$ cat config.mk
export PLATFORM = sky130hd
export DESIGN_NAME = static_mem_ctrl
export DESIGN_NICKNAME = d
export VERILOG_FILES = /design/src/rtl/static_mem_ctrl.sv
export SDC_FILE = /design/constraint.sdc
export NUM_CORES = 1
export LEC_CHECK = 0
export BUFFER_PORTS_ARGS = -buffer_cell sky130_fd_sc_hd__buf_2
export CORE_MARGIN = 4
export CORE_UTILIZATION = 35
export DETAILED_ROUTE_END_ITERATION = 8
export PLACE_DENSITY = 0.7
export SYNTH_ARGS = -nofsm -noshare
export SYNTH_HDL_FRONTEND = slang
export SYNTH_SLANG_ARGS = --single-unit
export TNS_END_PERCENT = 5
$ cat constraint.sdc
create_clock -name clk -period 8.6 [get_ports clk]
set_input_delay 0.86 -clock clk [delete_from_list [all_inputs] [get_ports clk]]
set_output_delay 0.86 -clock clk [all_outputs]
set_load 0.01 [all_outputs]
$ cat src/rtl/static_mem_ctrl.sv
module static_mem_ctrl #(
  parameter int NCS = 2,
  parameter int AW  = 20,
  parameter int TW  = 4,
  localparam int CSW = (NCS > 1) ? $clog2(NCS) : 1,
  localparam int TSW = 5 * TW
) (
  input  logic              clk,
  input  logic              rst_n,
  input  logic              req_valid,
  output logic              req_ready,
  input  logic              req_write,
  input  logic [CSW-1:0]    req_cs,
  input  logic [AW-1:0]     req_addr,
  input  logic [15:0]       req_wdata,
  input  logic [1:0]        req_be,
  output logic              rsp_valid,
  output logic [15:0]       rsp_rdata,
  input  logic [NCS*TSW-1:0] cfg_rd_tim,
  input  logic [NCS*TSW-1:0] cfg_wr_tim,
  input  logic [NCS*TW-1:0] cfg_bls,
  input  logic [NCS*5-1:0]  cfg_flags,
  output logic [AW-1:0]     mem_addr,
  output logic [NCS-1:0]    mem_cs_n,
  output logic              mem_oe_n,
  output logic              mem_we_n,
  output logic [1:0]        mem_be_n,
  output logic [15:0]       mem_dq_out,
  output logic              mem_dq_oe,
  input  logic [15:0]       mem_dq_in,
  input  logic              mem_wait
);

  typedef enum logic [2:0] {S_IDLE, S_BLS, S_ADDR, S_AHLD, S_DSET, S_DHLD, S_TURN} st_t;

  st_t            st;
  logic [TW-1:0]  cnt;
  logic           wr_q;
  logic [CSW-1:0] cs_q;
  logic [AW-1:0]  addr_q;
  logic [15:0]    wd_q;
  logic [1:0]     be_q;

  function automatic logic [TW-1:0] min1(input logic [TW-1:0] x);
    return (x == '0) ? '0 : x - 1'b1;
  endfunction

  wire            idle   = (st == S_IDLE);
  wire [CSW-1:0]  sel_cs = idle ? req_cs : cs_q;
  wire            sel_wr = idle ? req_write : wr_q;
  wire [4:0]      fl     = cfg_flags[int'(sel_cs)*5 +: 5];
  wire [TW-1:0]   t_bls  = cfg_bls[int'(sel_cs)*TW +: TW];
  wire [TSW-1:0]  tim    = (sel_wr && fl[4]) ? cfg_wr_tim[int'(sel_cs)*TSW +: TSW]
                                             : cfg_rd_tim[int'(sel_cs)*TSW +: TSW];
  wire [TW-1:0]   t_as   = tim[0*TW +: TW];
  wire [TW-1:0]   t_ah   = tim[1*TW +: TW];
  wire [TW-1:0]   t_ds   = tim[2*TW +: TW];
  wire [TW-1:0]   t_dh   = tim[3*TW +: TW];
  wire [TW-1:0]   t_ta   = tim[4*TW +: TW];
  wire            wait_act = fl[2] && (mem_wait == fl[3]);

  st_t           fin_st;
  logic [TW-1:0] fin_cnt;
  always_comb begin
    fin_st  = (t_ta != '0) ? S_TURN : S_IDLE;
    fin_cnt = t_ta - 1'b1;
  end

  always_ff @(posedge clk or negedge rst_n) begin
    if (!rst_n) begin
      st        <= S_IDLE;
      cnt       <= '0;
      wr_q      <= 1'b0;
      cs_q      <= '0;
      addr_q    <= '0;
      wd_q      <= '0;
      be_q      <= '0;
      rsp_valid <= 1'b0;
      rsp_rdata <= '0;
    end else begin
      rsp_valid <= 1'b0;
      case (st)
        S_IDLE: if (req_valid) begin
          wr_q   <= req_write;
          cs_q   <= req_cs;
          addr_q <= req_addr;
          wd_q   <= req_wdata;
          be_q   <= req_be;
          if (t_bls != '0) begin st <= S_BLS;  cnt <= t_bls - 1'b1; end
          else             begin st <= S_ADDR; cnt <= min1(t_as);   end
        end
        S_BLS:
          if (cnt != '0) cnt <= cnt - 1'b1;
          else begin st <= S_ADDR; cnt <= min1(t_as); end
        S_ADDR:
          if (cnt != '0) cnt <= cnt - 1'b1;
          else if (fl[1] && t_ah != '0) begin st <= S_AHLD; cnt <= t_ah - 1'b1; end
          else begin st <= S_DSET; cnt <= min1(t_ds); end
        S_AHLD:
          if (cnt != '0) cnt <= cnt - 1'b1;
          else begin st <= S_DSET; cnt <= min1(t_ds); end
        S_DSET:
          if (cnt != '0) cnt <= cnt - 1'b1;
          else if (!wait_act) begin
            if (!wr_q) rsp_rdata <= fl[0] ? mem_dq_in : {8'h00, mem_dq_in[7:0]};
            if (t_dh != '0) begin st <= S_DHLD; cnt <= t_dh - 1'b1; end
            else begin st <= fin_st; cnt <= fin_cnt; rsp_valid <= 1'b1; end
          end
        S_DHLD:
          if (cnt != '0) cnt <= cnt - 1'b1;
          else begin st <= fin_st; cnt <= fin_cnt; rsp_valid <= 1'b1; end
        S_TURN:
          if (cnt != '0) cnt <= cnt - 1'b1;
          else st <= S_IDLE;
        default: st <= S_IDLE;
      endcase
    end
  end

  wire act     = st inside {S_ADDR, S_AHLD, S_DSET, S_DHLD};
  wire lanes   = act || (st == S_BLS);
  wire addr_ph = fl[1] && (st inside {S_ADDR, S_AHLD});

  for (genvar i = 0; i < NCS; i++) begin : g_cs
    assign mem_cs_n[i] = !(act && cs_q == CSW'(i));
  end

  assign req_ready  = idle;
  assign mem_addr   = addr_q;
  assign mem_oe_n   = !(st == S_DSET && !wr_q);
  assign mem_we_n   = !(st == S_DSET && wr_q);
  assign mem_be_n   = lanes ? (fl[0] ? ~be_q : 2'b10) : 2'b11;
  assign mem_dq_oe  = addr_ph || (wr_q && (st inside {S_DSET, S_DHLD}));
  assign mem_dq_out = addr_ph ? addr_q[15:0] : (fl[0] ? wd_q : {8'h00, wd_q[7:0]});

endmodule

==> flow_summary.ini <==
[global_routing]
first_global_vias = 4873
grt-ovfl-total = 0
grt_max_degree = 65
track_usage_pct = 18.5
grt_pass1_wl_mm = 24.2
grt_antenna_before_repair = 0

[synthesis]
syn_inst = 536
yosys.area_share.simple_pct = 14.1
synth_top_family_by_area = compound AO/OA/AOI/OAI gates
synthArstFlopShare_pct = 100
yosys_register_bits = 64
synth-compound-area-share_pct = 22.8
synth_area_sq_um = 4850
synth_edf_count = 0
yosysWarnings = 0
synth_cell_types = 68
muxShareOfSynthArea_pct = 19.8
yosysSeqAreaShare_pct = 33.0
synthFlopType = dfrtp_1
synth_fp_nets = 707
synth_area_per_cell_sq_um = 9.04
synth-xor-area-share_pct = 1.45
synth_fa_ha_area_share_pct = 3.36

[sta]
maxSlewHeadroom_pct = 34.7
finClkSkew_ns = 0.00880
setup_viol = 0
fmaxAchievable_mhz = 185
post-route-min-period_ns = 5.42
rsz0062_at_grt = no
finalSetupTns_ns = 0
whs_ns = 0.470
hold_violations = 0
worst_pin_slew_ns = 0.980
slew_violations = 0
fin_crit_sh_pct = 63.0

[placement]
portBuffers = 218
place_congestion = 0.921
placed_cells = 899
dp_hpwl_mm = 11.5

[setup_path]
crit_path_frequent_cell = mux2_2
critPathKind = register to primary output
max_stage_delay_ns = 0.91
cp.arrival_ns = 4.56
endpoint_kind = primary output
worstPathMaxFanout = 27
start_kind = register
critical_path.slowest_cell = mux2i_4
rr_worst_depth = 11
crit_chain = or3_1, mux2i_4, mux2_2, and2_1, mux2_2, buf_2
critPathRequiredTime_ns = 7.74

[power_and_ir_drop]
p_total_mw = 2.47
peakVddDrop_v = 0.000206
p_leak_nw = 3.04
powerDensity_nw_per_um2 = 393

[floorplan]
die_area_sq_um = 15800
die_h_microns = 126
core_sq_um = 13400
initial_utilization_pct = 36.2
ios = 219
die_x_microns = 126
rows = 42

[final_layout]
multi_input_area_sq_um = 2980
seqCellArea_sq_um = 1600
final_cell_count_no_fill = 915
nets = 905
antennaDiodeCount = 0
mostFrequentLayoutCells = buf_2 (218), nand2_1 (91), dfrtp_1 (64)
drive_gt1_share_pct = 42.2
fillers = 1314
syn_to_final_growth_pct = 29.8
final_common_cell = buf_2
fin_util_pct = 46.9

[clocking]
path_clk_slew_ns = 0.05
postCtsSetupBuffers = 0
cts_root_buf = clkbuf_16
cts_tree = done
worstSkewPairLatency_ns = 0.33
cts_buffers = 9
cts.htree.levels = 3
cts_sinks = 64
clock_path_buffers = 2
cts_resized = 0
cts_hold_buf = 0

[min_path]
holdPathStages = 2
hp-class = register to register

[route]
drtIter0Drc = 256
first_pass_iters = 5
wire_per_inst_microns = 16.3
drc_errors = 0
vias = 4859
avgViaCountPerCell = 5.31
totalWireLength_mm = 14.9
drtAntennaViolNets = 0

[status]
status = finished clean

[job]
cap_violations = 0
through the flow:
step,cell area (sq um),setup slack [ns]
global route,6290,2.81
global placement,5990,3.62
finish,6290,3.18
detailed placement,5990,3.52
CTS,6290,3.15
floorplan,4850,5.23
metal layers:
metal,GRT usage [%],vias to the layer above,routed length (microns),share of wire (%)
met2,30.8,229,7130,48
met5,0,-,0,0
met3,5.72,20,1500,10
met1,23.1,2243,6070,41
li1,-,2367,-,-
met4,5.17,0,182,1.2
flip-flops by register name (all words and copies together), names as in the netlist:
signal	count
be_q	2
cnt	4
cs_q	1
mem_addr	20
rsp_rdata	16
rsp_valid	1
st	3
wd_q	16
wr_q	1
layout make-up:
type | count | area share, %
Tap cell | 176 | 3.50
Inverter | 25 | 1.51
Clock buffer | 9 | 3.58
Sequential cell | 64 | 25.5
Multi-Input combinational cell | 415 | 47.4
Clock inverter | 7 | 1.11
Timing Repair Buffer | 219 | 17.5
synthesized netlist by cell type (6+ instances only):
| cell | instances | share of area, % |
|---|---|---|
| nand2b_1 | 6 | 0.77 |
| a21oi_1 | 27 | 2.8 |
| xnor2_1 | 6 | 1.1 |
| mux2i_1 | 20 | 4.1 |
| nor2_1 | 25 | 1.9 |
| o211ai_1 | 33 | 5.1 |
| nand3_1 | 10 | 1.0 |
| mux2_2 | 62 | 14 |
| inv_1 | 22 | 1.7 |
| a22o_1 | 6 | 1.1 |
| a31oi_1 | 7 | 0.90 |
| buf_2 | 6 | 0.62 |
| ha_1 | 13 | 3.4 |
| o21ai_0 | 28 | 2.9 |
| dfrtp_1 | 64 | 33 |
| clkbuf_1 | 15 | 1.2 |
| nand2_1 | 91 | 7.0 |
where the power goes:
| group | internal, mW | leakage [nW] | switching (mW) |
|---|---|---|---|
| Clock | 0.225 | 0.146 | 0.135 |
| Combinational | 0.668 | 2.11 | 0.853 |
| Sequential | 0.454 | 0.778 | 0.136 |
| Total | 1.35 | 3.04 | 1.12 |
kinds of logic after synthesis:
family	count (synthesis)
AND/OR/NAND/NOR	156
AO/OA/AOI/OAI	153
flip-flops	64
multiplexers	85
XOR/XNOR	8
buffers and inverters	57
adder cells (fa/ha/maj)	13
path summary, 6_finish.rpt:
kind | from | endpoint | slack, ns
worst max-delay path | st[1] | mem_dq_out[4] | 3.18
worst min-delay path | rsp_rdata[14] | rsp_rdata[14] | 0.47
worst max register to register | st[1] | cnt[0] | 4.05
worst min register to register | rsp_rdata[14] | rsp_rdata[14] | 0.47
max in group asynchronous | rst_n | st[1] | 7.35
min in group asynchronous | rst_n | mem_addr[11] | 0.72
critical path, delay by kind of cell (launching register included):
| family | cells | cell delay, ns |
|---|---|---|
| buf+inv | 1 | 0.14 |
| flops | 1 | 0.80 |
| mux | 3 | 1.67 |
| simple gates | 2 | 1.61 |
(Power assumes the default switching activity.)
